File: src/rtl/dtl_pkg.sv
package dtl_pkg;
  // Capture state of the reading-pair front end
  typedef enum logic {
    PAIR_IDLE  = 1'b0,
    PAIR_ARMED = 1'b1
  } pair_state_e;
endpackage

File: src/rtl/dtl_correlator.sv
module dtl_correlator
  import dtl_pkg::*;
#(
  parameter int MEAS_W  = 8,
  localparam int DIFF_W = MEAS_W + 1
) (
  input  logic                     clk,
  input  logic                     rst,
  input  logic [MEAS_W-1:0]        meas_first,
  input  logic                     first_vld,
  input  logic [MEAS_W-1:0]        meas_second,
  input  logic                     second_vld,
  output logic signed [DIFF_W-1:0] diff,
  output logic                     diff_vld,
  output logic                     pair_err
);
  pair_state_e       state_q;
  logic [MEAS_W-1:0] held_q;

  always_ff @(posedge clk) begin
    if (rst) begin
      state_q  <= PAIR_IDLE;
      held_q   <= '0;
      diff     <= '0;
      diff_vld <= 1'b0;
      pair_err <= 1'b0;
    end else begin
      diff_vld <= 1'b0;
      pair_err <= 1'b0;
      // the second reading is judged against what was pending before this edge
      if (second_vld) begin
        if (state_q == PAIR_ARMED) begin
          diff     <= $signed({1'b0, held_q}) - $signed({1'b0, meas_second});
          diff_vld <= 1'b1;
          state_q  <= PAIR_IDLE;
        end else begin
          pair_err <= 1'b1;
        end
      end
      // a new first reading always becomes the pending one
      if (first_vld) begin
        held_q  <= meas_first;
        state_q <= PAIR_ARMED;
      end
    end
  end
endmodule

File: src/rtl/dtl_decimator.sv
module dtl_decimator #(
  parameter int DIFF_W  = 9,
  parameter int M_W     = 8,
  localparam int SUM_W  = DIFF_W + M_W
) (
  input  logic                     clk,
  input  logic                     rst,
  input  logic signed [DIFF_W-1:0] diff,
  input  logic                     diff_vld,
  input  logic [M_W-1:0]           decim_m,
  output logic signed [SUM_W-1:0]  win_sum,
  output logic                     win_vld
);
  logic [M_W-1:0]          len_q;
  logic [M_W-1:0]          cnt_q;
  logic signed [SUM_W-1:0] acc_q;
  logic [M_W-1:0]          len_next;
  logic signed [SUM_W-1:0] acc_add;

  assign len_next = (decim_m == '0) ? M_W'(1) : decim_m;
  assign acc_add  = acc_q + {{M_W{diff[DIFF_W-1]}}, diff};

  always_ff @(posedge clk) begin
    if (rst) begin
      len_q   <= len_next;
      cnt_q   <= '0;
      acc_q   <= '0;
      win_sum <= '0;
      win_vld <= 1'b0;
    end else begin
      win_vld <= 1'b0;
      if (diff_vld) begin
        if (cnt_q == len_q - 1'b1) begin
          win_sum <= acc_add;
          win_vld <= 1'b1;
          acc_q   <= '0;
          cnt_q   <= '0;
          len_q   <= len_next;  // window length only changes here
        end else begin
          acc_q <= acc_add;
          cnt_q <= cnt_q + 1'b1;
        end
      end
    end
  end
endmodule

File: src/rtl/dtl_integrator.sv
module dtl_integrator #(
  parameter int IN_W    = 17,
  parameter int INT_W   = 16,
  parameter int SH_W    = 4,
  localparam int WIDE_W = ((IN_W > INT_W) ? IN_W : INT_W) + 1
) (
  input  logic                    clk,
  input  logic                    rst,
  input  logic signed [IN_W-1:0]  win_sum,
  input  logic                    win_vld,
  input  logic [SH_W-1:0]         gain_shift,
  output logic signed [INT_W-1:0] integ,
  output logic                    integ_vld
);
  localparam logic signed [WIDE_W-1:0] HI_LIM =
    {{(WIDE_W-INT_W+1){1'b0}}, {(INT_W-1){1'b1}}};
  localparam logic signed [WIDE_W-1:0] LO_LIM =
    {{(WIDE_W-INT_W+1){1'b1}}, {(INT_W-1){1'b0}}};

  logic signed [IN_W-1:0]   scaled;
  logic signed [WIDE_W-1:0] total;
  logic signed [INT_W-1:0]  clamped;

  assign scaled = win_sum >>> gain_shift;
  assign total  = {{(WIDE_W-INT_W){integ[INT_W-1]}}, integ}
                + {{(WIDE_W-IN_W){scaled[IN_W-1]}}, scaled};

  always_comb begin
    if (total > HI_LIM)      clamped = HI_LIM[INT_W-1:0];
    else if (total < LO_LIM) clamped = LO_LIM[INT_W-1:0];
    else                     clamped = total[INT_W-1:0];
  end

  always_ff @(posedge clk) begin
    if (rst) begin
      integ     <= '0;
      integ_vld <= 1'b0;
    end else begin
      integ_vld <= win_vld;
      if (win_vld) integ <= clamped;
    end
  end
endmodule

File: src/rtl/dtl_sigma_delta.sv
module dtl_sigma_delta #(
  parameter int INT_W  = 16,
  parameter int CODE_W = 8,
  localparam int FRAC_W = INT_W - CODE_W
) (
  input  logic                    clk,
  input  logic                    rst,
  input  logic signed [INT_W-1:0] integ,
  input  logic                    integ_vld,
  output logic [CODE_W-1:0]       code,
  output logic                    code_vld
);
  logic [FRAC_W-1:0] resid_q;
  logic [INT_W-1:0]  ubin;
  logic [INT_W:0]    total;
  logic [CODE_W:0]   upper;

  assign ubin  = {~integ[INT_W-1], integ[INT_W-2:0]};
  assign total = {1'b0, ubin} + {{(CODE_W+1){1'b0}}, resid_q};
  assign upper = total[INT_W -: CODE_W+1];

  always_ff @(posedge clk) begin
    if (rst) begin
      resid_q  <= '0;
      code     <= '0;
      code_vld <= 1'b0;
    end else begin
      code_vld <= integ_vld;
      if (integ_vld) begin
        code    <= upper[CODE_W] ? {CODE_W{1'b1}} : upper[CODE_W-1:0];
        resid_q <= total[FRAC_W-1:0];
      end
    end
  end
endmodule

File: src/rtl/dtl_tuning_loop.sv
module dtl_tuning_loop #(
  parameter int MEAS_W  = 8,
  parameter int M_W     = 8,
  parameter int SH_W    = 4,
  parameter int INT_W   = 16,
  parameter int CODE_W  = 8,
  parameter int DAC_W   = 16,
  localparam int DIFF_W = MEAS_W + 1,
  localparam int SUM_W  = DIFF_W + M_W
) (
  input  logic              clk,
  input  logic              rst,
  input  logic [MEAS_W-1:0] meas_first,
  input  logic              first_vld,
  input  logic [MEAS_W-1:0] meas_second,
  input  logic              second_vld,
  input  logic [M_W-1:0]    decim_m,
  input  logic [SH_W-1:0]   gain_shift,
  output logic [DAC_W-1:0]  dac_code,
  output logic              dac_vld,
  output logic              pair_err
);
  logic signed [DIFF_W-1:0] diff;
  logic                     diff_vld;
  logic signed [SUM_W-1:0]  win_sum;
  logic                     win_vld;
  logic signed [INT_W-1:0]  integ;
  logic                     integ_vld;
  logic [CODE_W-1:0]        sd_code;

  dtl_correlator #(.MEAS_W(MEAS_W)) u_corr (
    .clk(clk), .rst(rst),
    .meas_first(meas_first), .first_vld(first_vld),
    .meas_second(meas_second), .second_vld(second_vld),
    .diff(diff), .diff_vld(diff_vld), .pair_err(pair_err)
  );

  dtl_decimator #(.DIFF_W(DIFF_W), .M_W(M_W)) u_decim (
    .clk(clk), .rst(rst),
    .diff(diff), .diff_vld(diff_vld), .decim_m(decim_m),
    .win_sum(win_sum), .win_vld(win_vld)
  );

  dtl_integrator #(.IN_W(SUM_W), .INT_W(INT_W), .SH_W(SH_W)) u_integ (
    .clk(clk), .rst(rst),
    .win_sum(win_sum), .win_vld(win_vld), .gain_shift(gain_shift),
    .integ(integ), .integ_vld(integ_vld)
  );

  dtl_sigma_delta #(.INT_W(INT_W), .CODE_W(CODE_W)) u_sd (
    .clk(clk), .rst(rst),
    .integ(integ), .integ_vld(integ_vld),
    .code(sd_code), .code_vld(dac_vld)
  );

  // code sits in the most significant bits of the DAC word
  generate
    if (DAC_W > CODE_W) begin : g_pad
      assign dac_code = {sd_code, {(DAC_W-CODE_W){1'b0}}};
    end else begin : g_trim
      assign dac_code = sd_code[CODE_W-1 -: DAC_W];
    end
  endgenerate
endmodule

File: config.mk
export PLATFORM = sky130hd
export DESIGN_NAME = dtl_tuning_loop
export DESIGN_NICKNAME = d
export VERILOG_FILES = /design/src/rtl/dtl_pkg.sv /design/src/rtl/dtl_correlator.sv /design/src/rtl/dtl_decimator.sv /design/src/rtl/dtl_integrator.sv /design/src/rtl/dtl_sigma_delta.sv /design/src/rtl/dtl_tuning_loop.sv
export SDC_FILE = /design/constraint.sdc
export NUM_CORES = 1
export LEC_CHECK = 0
export BUFFER_PORTS_ARGS = -buffer_cell sky130_fd_sc_hd__buf_2
export CAP_MARGIN = 30
export CORE_UTILIZATION = 55
export DETAILED_ROUTE_END_ITERATION = 7
export PLACE_DENSITY = 0.71
export SLEW_MARGIN = 20
export SYNTH_ARGS = -nofsm -noshare
export SYNTH_HDL_FRONTEND = slang
export SYNTH_SLANG_ARGS = --single-unit
File: constraint.sdc
create_clock -name clk -period 6.9 [get_ports clk]
set_clock_uncertainty 0.15 [all_clocks]
set_input_delay 0.345 -clock clk [delete_from_list [all_inputs] [get_ports clk]]
set_output_delay 0.345 -clock clk [all_outputs]
set_load 0.02 [all_outputs]
==> metrics.cfg, run 1 <==
[global_route]
grt_pass1_vias = 5884
antenna_found_initial = 0
grt-ovfl-total = 0
grt_pass1_wl_mm = 27.3
grt_max_degree = 81
grt_use_total_pct = 25.8

[synth]
yosys.area.top_type = dfxtp_1
synth_top_area_share_pct = 27.3
ys_types = 67
avgSynthCellArea_um2 = 8.17
synth_edf_count = 8
synth_top_family_by_area = simple AND/OR/NAND/NOR gates
ys_top_cells_by_area = dfxtp_1, ha_1, a21oi_1
syn_area_um2 = 7120
synth_async_sr_flop_share_pct = 0
synth_warnings = 0
synth-seq-area-share_pct = 30.7
synthAdderAreaFrac_pct = 10.1
synth-simple-area-share_pct = 20.0
yosys_most_used_dff = dfxtp_1
ys_ff_latch = 105
synth-compound-area-share_pct = 19.1
synthCells = 871
synth_xor_area_share_pct = 6.89
synth_mux_area_share_pct = 7.79

[critical_path]
cp_data_arrival_time_ns = 4.39
required_ns = 6.95
endpoint_kind = register
path_class = register to register
rrSetupSlack_ns = 2.56
start_kind = register
r2r-end = u_integ.integ[7]
rr_worst_depth = 17
cp_max_fo = 12
rr_startpoint = u_decim.win_sum[10]
crit_end = u_integ.integ[7]
startpoint = u_decim.win_sum[10]

[placement]
dp_hpwl_mm = 12.3
gp_congestion = 0.902
io_buffers = 41

[final_layout]
utilization_pct = 60.5
area_delta_synth_final_pct = 7.28
nNetsFinal = 969
diodes = 0
drive_gt1_share_pct = 10.4
n_fill_cell = 1145

[timing]
fin_crit_ns = 4.34
worst_slew_pin_slew_ns = 0.940
maxSlewViolCount = 0
hold_violations = 0
tns_ns = 0
fmax_mhz = 231
finalSetupViolCount = 0
slew_headroom_pct = 36.6
period_share_pct = 62.9
rsz0062_at_grt = no

[floorplanning]
io_pins = 50
num_rows = 41
die-area_um2 = 13400
initial_utilization_pct = 56.4
die_x_um = 116
die_h_um = 116
core_region_area_um2 = 12600

[clocking]
insertion_delay_ns = 0.35
path_clk_slew_ns = 0.07
cts_setup_buffers = 0
cts_hold_buf = 0
cts_tree = built
cts_buffers = 9
cts_root_buf = clkbuf_16
clock_path_buffers = 2
htreeDepth = 3
cts-resized-gates = 0
tritoncts_num_sinks = 105

[route]
drc = 0
routed_wl_mm = 16.1
wl_per_cell_um = 15.2
dr.pass1.iters = 5
dr.first_iter.drc_count = 412
drt-vias-per-instance = 5.82
vias = 6160
ant_nets = 0

[hold_path]
min_path_type = input pin to register

[run]
cap_violations = 0

[pwr]
p_clk_share_pct = 39.4
power_switching_mw = 0.342
power_frac_seq_pct = 49.2
combPwrFrac_pct = 11.3
p_leak_nw = 3.17
intPower_mw = 0.954
power_density_nw_per_um2 = 170
sw_frac_of_total_pct = 26.4
vdd_drop_max_v = 0.000188

[status]
outcome = finished, final reports clean

## state kept, by name (all words and copies together) (netlist names), 8 cells and up
name             flops
u_corr.diff          9
u_corr.held_q        8
u_decim.acc_q       17
u_decim.cnt_q        8
u_decim.len_q        8
u_decim.win_sum     17
u_integ.integ       16
u_sd.code            8
u_sd.resid_q         8
## worst max-delay path, cell delays in order (launching register included)
cell and delay, ns:
dfxtp_1 0.41, mux2_2 0.19, nor2_1 0.04, a21oi_1 0.19, mux2_2 0.21, nor2_1 0.04
nor2_1 0.11, ha_1 0.17, inv_1 0.06, fa_1 0.40, nand2b_1 0.19, a21oi_1 0.23
o221ai_1 0.23, o211a_1 0.29, nor3b_1 0.34, nor4_1 0.13, o21ai_1 0.59, o21ai_0 0.21
## power by group through the flow
| stage | sequential (mW) | clock [mW] | combinational [mW] |
|---|---|---|---|
| 2_1_floorplan | 0.648 | 0 | 0.117 |
| 4_1_cts | 0.638 | 0.524 | 0.147 |
| 5_1_grt | 0.640 | 0.547 | 0.166 |
| 3_3_place_gp | 0.651 | 0 | 0.141 |
| 3_5_place_dp | 0.652 | 0 | 0.146 |
| 6_report | 0.638 | 0.511 | 0.147 |
## layer usage
layer  vias to the layer above  share of wire (%)  track usage, %
li1                       3102                  -               -
met1                      2870                 43            30.7
met2                       140                 49            45.5
met3                        48                3.7            4.29
met4                         0                3.7            11.8
met5                         -                  0               0
## Yosys cell counts (all sizes together), types with 7 or more instances
master	n
nand2b	8
o21ai	39
buf	18
nor2b	13
o21a	7
nor2	97
clkbuf	33
nand3	35
mux2i	34
dfxtp	97
xor2	15
xnor2	41
a21oi	86
nor3	25
ha	51
mux4	7
and3	7
nand2	87
edfxtp	8
or3	7
a211oi	18
inv	35
a21o	16
a31oi	7
## layout make-up
type,instances,area [um^2],area share [%]
clock buffers,10,250,3.28
flip-flops and latches,105,2180,28.6
multi-input cells,685,4580,60.0
inverters,37,139,1.82
well taps,172,215,2.82
clock inverters,6,45.0,0.590
repair buffers,44,224,2.93
## stage by stage
stage	cell area [um^2]	hold slack, ns	worst slack, ns	cells	total power [mW]
3_5_place_dp	7330	0.305	2.01	1042	0.798
3_3_place_gp	7330	0.301	2.31	1042	0.792
5_1_grt	7630	0.0172	2.23	1059	1.35
2_1_floorplan	7140	0.285	2.69	878	0.766
6_report	7630	0.0272	2.56	1059	1.30
4_1_cts	7630	0.0162	2.35	1058	1.31
## how the worst min path moves through the flow
stage / from / to / cells past startpoint
floorplan: u_corr.state_q / u_corr.pair_err / 1
global placement: u_decim.win_sum[0] / u_decim.win_sum[0] / 2
detailed placement: u_decim.win_sum[0] / u_decim.win_sum[0] / 2
CTS: decim_m[4] / u_decim.len_q[4] / 1
global route: decim_m[4] / u_decim.len_q[4] / 1
finish: decim_m[4] / u_decim.len_q[4] / 1
## logic make-up (layout without fill, tap and decap cells)
family                   count (synthesis)  count (layout)
AO/OA/AOI/OAI                          216             216
XOR/XNOR                                56              56
adder cells (fa/ha/maj)                 55              55
buffers and inverters                   88              97
flip-flops                             105             105
multiplexers                            46              46
other                                    1               8
AND/OR/NAND/NOR                        304             304
## placed cells by master (no fill, tap or decap), types with 5 or more instances in the layout
cell       instances
dfxtp_1           97
a211oi_1          18
ha_1              51
nand2_1           79
o21ai_0           37
conb_1             8
xor2_1            15
mux2i_1           34
and3_1             7
a21oi_1           78
a21oi_2            8
edfxtp_1           8
nor2b_1           13
o21a_1             7
nand3b_1           5
nand2b_1           8
xnor2_1           41
or3_1              7
o311ai_0           5
nand4_1            5
nand2_2            8
clkbuf_16         10
nor3_1            25
inv_1             35
a21o_1            16
buf_2             41
a31oi_1            7
nand3_1           35
mux4_2             7
mux2_2             5
nor2_1            96
Note: power is estimated with default switching activity, not from simulation.
==> inputs of run 2 (changes only) <==
--- a/config.mk
+++ b/config.mk
@@ -9,7 +9,7 @@
 export CAP_MARGIN = 30
 export CORE_UTILIZATION = 55
 export DETAILED_ROUTE_END_ITERATION = 7
-export PLACE_DENSITY = 0.71
+export PLACE_DENSITY = 0.74
 export SLEW_MARGIN = 20
 export SYNTH_ARGS = -nofsm -noshare
 export SYNTH_HDL_FRONTEND = slang
==> constraint.sdc (replaced) <==
create_clock -name clk -period 3.6 [get_ports clk]
set_clock_uncertainty 0.15 [all_clocks]
set_input_delay 0.18 -clock clk [delete_from_list [all_inputs] [get_ports clk]]
set_output_delay 0.18 -clock clk [all_outputs]
set_load 0.02 [all_outputs]
==> metrics.cfg, run 2 (synthesis results as in run 1) <==
[timing]
tns_ns = -4.36  ; was 0 ns
hold_violations = 0  ; unchanged
maxSlewViolCount = 0  ; unchanged
slew_headroom_pct = 40.1  ; was 36.6%
fmax_mhz = 256  ; was 231 MHz
rsz0062_at_grt = yes  ; was no
setup_ws_ns = -0.314  ; was 2.56 ns
period_share_pct = 109  ; was 62.9%
fin_crit_ns = 3.91  ; was 4.34 ns
holdWs_ns = 0.0592  ; was 0.0272 ns
finalSetupViolCount = 15  ; was 0
worst_slew_pin_slew_ns = 0.898  ; was 0.940 ns

[critical_path]
endpoint_kind = register  ; unchanged
cp_data_arrival_time_ns = 4.02  ; was 4.39 ns
start_kind = register  ; unchanged
required_ns = 3.71  ; was 6.95 ns
path_class = register to register  ; unchanged
cp_max_fo = 4  ; was 12

[pwr]
power_density_nw_per_um2 = 290  ; was 170 nW/um^2
p_leak_nw = 3.81  ; was 3.17 nW
combPwrFrac_pct = 13.9  ; was 11.3%
power_frac_seq_pct = 47.0  ; was 49.2%
power_switching_mw = 0.693  ; was 0.342 mW
fin_total_pwr_mw = 2.60  ; was 1.30 mW
p_clk_share_pct = 39.1  ; was 39.4%
intPower_mw = 1.90  ; was 0.954 mW
sw_frac_of_total_pct = 26.7  ; was 26.4%
vdd_drop_max_v = 0.000307  ; was 0.000188 V

[clocking]
insertion_delay_ns = 0.36  ; was 0.35 ns
cts_root_buf = clkbuf_16  ; unchanged
clock_path_buffers = 2  ; unchanged
htreeDepth = 3  ; unchanged
tritoncts_num_sinks = 105  ; unchanged
cts_tree = built  ; unchanged
cts_buffers = 9  ; unchanged
path_clk_slew_ns = 0.08  ; was 0.07 ns

[floorplanning]
num_rows = 41  ; unchanged
core_region_area_um2 = 12600  ; unchanged
initial_utilization_pct = 56.4  ; unchanged
die_h_um = 116  ; unchanged
die-area_um2 = 13400  ; unchanged
io_pins = 50  ; unchanged
die_x_um = 116  ; unchanged

[route]
vias = 6804  ; was 6,160
drc = 0  ; unchanged
routed_wl_mm = 19.5  ; was 16.1 mm
drt-vias-per-instance = 5.83  ; was 5.82
dr.first_iter.drc_count = 475  ; was 412
wl_per_cell_um = 16.7  ; was 15.2 um
ant_nets = 0  ; unchanged
dr.pass1.iters = 5  ; unchanged

[final_layout]
area_delta_synth_final_pct = 25.6  ; was 7.28%
final_cell_area_um2 = 8940  ; was 7630 um^2
n_fill_cell = 979  ; was 1,145
layout_common_cells = nor2_1, dfxtp_1, buf_4  ; was dfxtp_1, nor2_1, nand2_1
utilization_pct = 70.8  ; was 60.5%
final_common_cell = nor2_1  ; was dfxtp_1
nNetsFinal = 1079  ; was 969
diodes = 0  ; unchanged
top_regs = u_decim.acc_q (17), u_decim.win_sum (17), u_integ.integ (16)  ; unchanged
drive_gt1_share_pct = 24.8  ; was 10.4%
fin_cells = 1168  ; was 1,059

[run]
cap_violations = 0  ; unchanged

[placement]
post-place-cells = 1112  ; was 1,042
dp_slack_ns = -0.629  ; was 2.01 ns
placed_cell_area_um2 = 7880  ; was 7330 um^2
gp_congestion = 0.943  ; was 0.902
io_buffers = 41  ; unchanged
dp_hpwl_mm = 12.6  ; was 12.3 mm

[global_route]
grt_pass1_wl_mm = 29.3  ; was 27.3 mm
grt_use_total_pct = 28.1  ; was 25.8%
grt-ovfl-total = 0  ; unchanged
grt_max_degree = 47  ; was 81
grt_pass1_vias = 6216  ; was 5,884
antenna_found_initial = 0  ; unchanged

[status]
violations = negative setup slack
outcome = complete, but fails checks  ; was finished, final reports clean

[hold_path]
min_path_type = input pin to register  ; unchanged

-- run 2: final timing paths --
path,from,end,slack (ns),cells past startpoint
setup reg to reg,u_decim.win_sum[15],u_integ.integ[5],-0.31,16
hold reg to reg,u_decim.acc_q[15],u_decim.acc_q[15],0.32,2
hold / removal,meas_second[1],u_corr.diff[1],0.06,3
setup / recovery,u_decim.win_sum[15],u_integ.integ[5],-0.31,16
-- run 2: layer usage --
layer	GRT usage, %	share of wire (%)	vias up
li1	-	-	3323
met1	32.3	41	3198
met2	49.5	49	211
met3	5.23	4.8	72
met4	15.1	5.2	0
met5	0	0	-
-- run 2: critical path, cell delays in order (launching register included) --
cell	delay, ns
dfxtp_4	0.37
mux4_2	0.50
buf_4	0.16
mux2i_1	0.23
nand2_1	0.13
o21ai_2	0.12
inv_1	0.07
ha_1	0.29
a21oi_2	0.18
o22ai_2	0.13
o22a_1	0.32
a31oi_4	0.29
xor2_4	0.31
o31ai_4	0.16
buf_4	0.17
a21oi_2	0.17
o21ai_2	0.06
-- run 2: timing repair --
item / in CTS / in global routing
pin swaps: 14 / 17
hold buffers: 18 / 0
endpoints found under the hold margin: 18 / 0
buffers inserted: 12 / 10
setup endpoints to repair: 16 / 16
resized for setup: 56 / 46
gates cloned: 2 / 0
-- run 2: area by class of cell --
class	instances	area (um^2)	share of cell area [%]
clock buffers	9	225	2.52
clock inverters	6	73.8	0.826
inverters	37	140	1.57
multi-input cells	686	4960	55.6
flip-flops and latches	105	2190	24.5
well taps	172	215	2.41
repair buffers	153	1120	12.6
-- run 2: power by group through the flow --
stage                     sequential, mW  clock [mW]  combinational (mW)
final                               1.22        1.01               0.360
after global routing                1.22        1.08               0.395
after CTS                           1.22        1.03               0.332
after detailed placement            1.25           0               0.306
after global placement              1.25           0               0.300
after floorplan                     1.24           0               0.227
==> inputs of run 3 (changes only) <==
--- a/config.mk
+++ b/config.mk
@@ -7,9 +7,9 @@
 export LEC_CHECK = 0
 export BUFFER_PORTS_ARGS = -buffer_cell sky130_fd_sc_hd__buf_2
 export CAP_MARGIN = 30
-export CORE_UTILIZATION = 55
+export CORE_UTILIZATION = 40
 export DETAILED_ROUTE_END_ITERATION = 7
-export PLACE_DENSITY = 0.74
+export PLACE_DENSITY = 0.56
 export SLEW_MARGIN = 20
 export SYNTH_ARGS = -nofsm -noshare
 export SYNTH_HDL_FRONTEND = slang
==> metrics.cfg, run 3 (synthesis results as in run 1) <==
[status]
outcome = complete, but fails checks  ; unchanged
violations = negative setup slack  ; unchanged

[pwr]
intPower_mw = 1.85  ; was 1.90 mW
power_density_nw_per_um2 = 280  ; was 290 nW/um^2
p_clk_share_pct = 38.2  ; was 39.1%
sw_frac_of_total_pct = 27.8  ; was 26.7%
power_switching_mw = 0.715  ; was 0.693 mW
vdd_drop_max_v = 0.000279  ; was 0.000307 V
p_leak_nw = 3.88  ; was 3.81 nW
power_frac_seq_pct = 47.5  ; was 47.0%
combPwrFrac_pct = 14.3  ; was 13.9%

[floorplanning]
io_pins = 50  ; unchanged
initial_utilization_pct = 41.0  ; was 56.4%
core_region_area_um2 = 17400  ; was 12,600 um^2
die_h_um = 135  ; was 116 um
die_x_um = 135  ; was 116 um
num_rows = 48  ; was 41
die-area_um2 = 18300  ; was 13,400 um^2

[critical_path]
start_kind = register  ; unchanged
endpoint_kind = register  ; unchanged
path_class = register to register  ; unchanged
required_ns = 3.73  ; was 3.71 ns
cp_max_fo = 6  ; was 4
cp_data_arrival_time_ns = 3.87  ; was 4.02 ns

[clocking]
cts_tree = built  ; unchanged
htreeDepth = 3  ; unchanged
clock_path_buffers = 2  ; unchanged
cts_buffers = 9  ; unchanged
tritoncts_num_sinks = 105  ; unchanged
path_clk_slew_ns = 0.08  ; about the same
insertion_delay_ns = 0.36  ; about the same
cts_root_buf = clkbuf_16  ; unchanged

[timing]
fin_crit_ns = 3.74  ; was 3.91 ns
holdWs_ns = 0.0863  ; was 0.0592 ns
rsz0062_at_grt = yes  ; unchanged
maxSlewViolCount = 0  ; unchanged
hold_violations = 0  ; unchanged
worst_slew_pin_slew_ns = 0.861  ; was 0.898 ns
fmax_mhz = 267  ; was 256 MHz
period_share_pct = 104  ; was 109%
setup_ws_ns = -0.144  ; was -0.314 ns
finalSetupViolCount = 15  ; unchanged
tns_ns = -1.66  ; was -4.36 ns
slew_headroom_pct = 42.6  ; was 40.1%

[route]
dr.first_iter.drc_count = 400  ; was 475
routed_wl_mm = 18.5  ; was 19.5 mm
ant_nets = 0  ; unchanged
drt-vias-per-instance = 5.28  ; was 5.83
vias = 6499  ; was 6,804
wl_per_cell_um = 15.0  ; was 16.7 um
dr.pass1.iters = 4  ; was 5
drc = 0  ; unchanged

[placement]
dp_slack_ns = -0.507  ; was -0.629 ns
post-place-cells = 1176  ; was 1,112
gp_congestion = 0.888  ; was 0.943
dp_hpwl_mm = 13.3  ; was 12.6 mm
io_buffers = 41  ; unchanged

[hold_path]
min_path_type = input pin to register  ; unchanged

[global_route]
grt_pass1_wl_mm = 29.9  ; was 29.3 mm
grt_use_total_pct = 20.5  ; was 28.1%
grt_max_degree = 44  ; was 47
grt-ovfl-total = 0  ; unchanged
antenna_found_initial = 0  ; unchanged
grt_pass1_vias = 6144  ; was 6,216

[final_layout]
drive_gt1_share_pct = 26.0  ; was 24.8%
final_common_cell = nor2_1  ; unchanged
nNetsFinal = 1089  ; was 1,079
layout_common_cells = nor2_1, dfxtp_1, buf_4  ; unchanged
area_delta_synth_final_pct = 29.0  ; was 25.6%
fin_cells = 1232  ; was 1,168
diodes = 0  ; unchanged
top_regs = u_decim.acc_q (17), u_decim.win_sum (17), u_integ.integ (16)  ; unchanged

[run]
cap_violations = 0  ; unchanged

[run 3: cell count changes in the layout (fill, tap and decap cells not counted), sizes merged]
| cell | change |
|---|---|
| buf | +9 |
| clkbuf | +2 |
| bufinv | -1 |
| clkinv | +1 |
[run 3: area by class of cell]
type	instances	area, um^2
repair buffers	163	1260
clock buffers	10	229
flip-flops and latches	105	2190
clock inverters	6	60.1
inverters	37	140
well taps	225	282
fillers	1600	8180
multi-input cells	686	5010
[run 3: per-stage QoR]
stage | util [%] | instance area (um^2) | power (mW)
global route | 52.9 | 9180 | 2.69
floorplan | - | 7180 | 1.47
global placement | 46.3 | 8030 | 1.56
detailed placement | 46.3 | 8030 | 1.56
CTS | 50.3 | 8740 | 2.58
finish | 52.9 | 9180 | 2.57
[run 3: timing repair]
item | 4_1_cts | 5_1_grt
buffers inserted | 7 | 14
endpoints found under the hold margin | 18 | 0
resized for setup | 48 | 71
pin swaps | 28 | 27
setup endpoints to repair | 16 | 16
hold buffers | 18 | 0
gates cloned | 2 | 1
[run 3: worst paths after layout]
| path | slack [ns] | end | startpoint | cells after the start |
|---|---|---|---|---|
| max | -0.14 | u_integ.integ[6] | u_decim.win_sum[14] | 13 |
| min reg2reg | 0.31 | u_corr.diff[5] | u_corr.diff[5] | 2 |
| max reg2reg | -0.14 | u_integ.integ[6] | u_decim.win_sum[14] | 13 |
| min | 0.09 | u_corr.diff[1] | meas_second[1] | 3 |
[run 3: layer usage]
layer  global-route usage, %  part of all wire, %
met5                       0                    0
met4                    8.61                  3.2
met3                    3.18                  2.1
met2                    35.3                   49
met1                    25.4                   45
[run 3: worst max-delay path, stage by stage, from the launching register on]
cell      delay (ns)
dfxtp_2         0.35
mux4_2          0.49
mux4_2          0.52
ha_4            0.26
a21o_1          0.17
or3_4           0.40
o221ai_4        0.19
o211a_4         0.22
nor3b_4         0.07
buf_6           0.15
nor4_4          0.27
o21ai_1         0.12
buf_4           0.19
o21ai_1         0.13
[run 3: power by group through the flow]
| stage | clock network (mW) | registers [mW] | logic [mW] |
|---|---|---|---|
| 2_1_floorplan | 0 | 1.24 | 0.227 |
| 3_3_place_gp | 0 | 1.25 | 0.312 |
| 3_5_place_dp | 0 | 1.25 | 0.313 |
| 4_1_cts | 1.02 | 1.22 | 0.339 |
| 5_1_grt | 1.05 | 1.22 | 0.408 |
| 6_report | 0.981 | 1.22 | 0.367 |
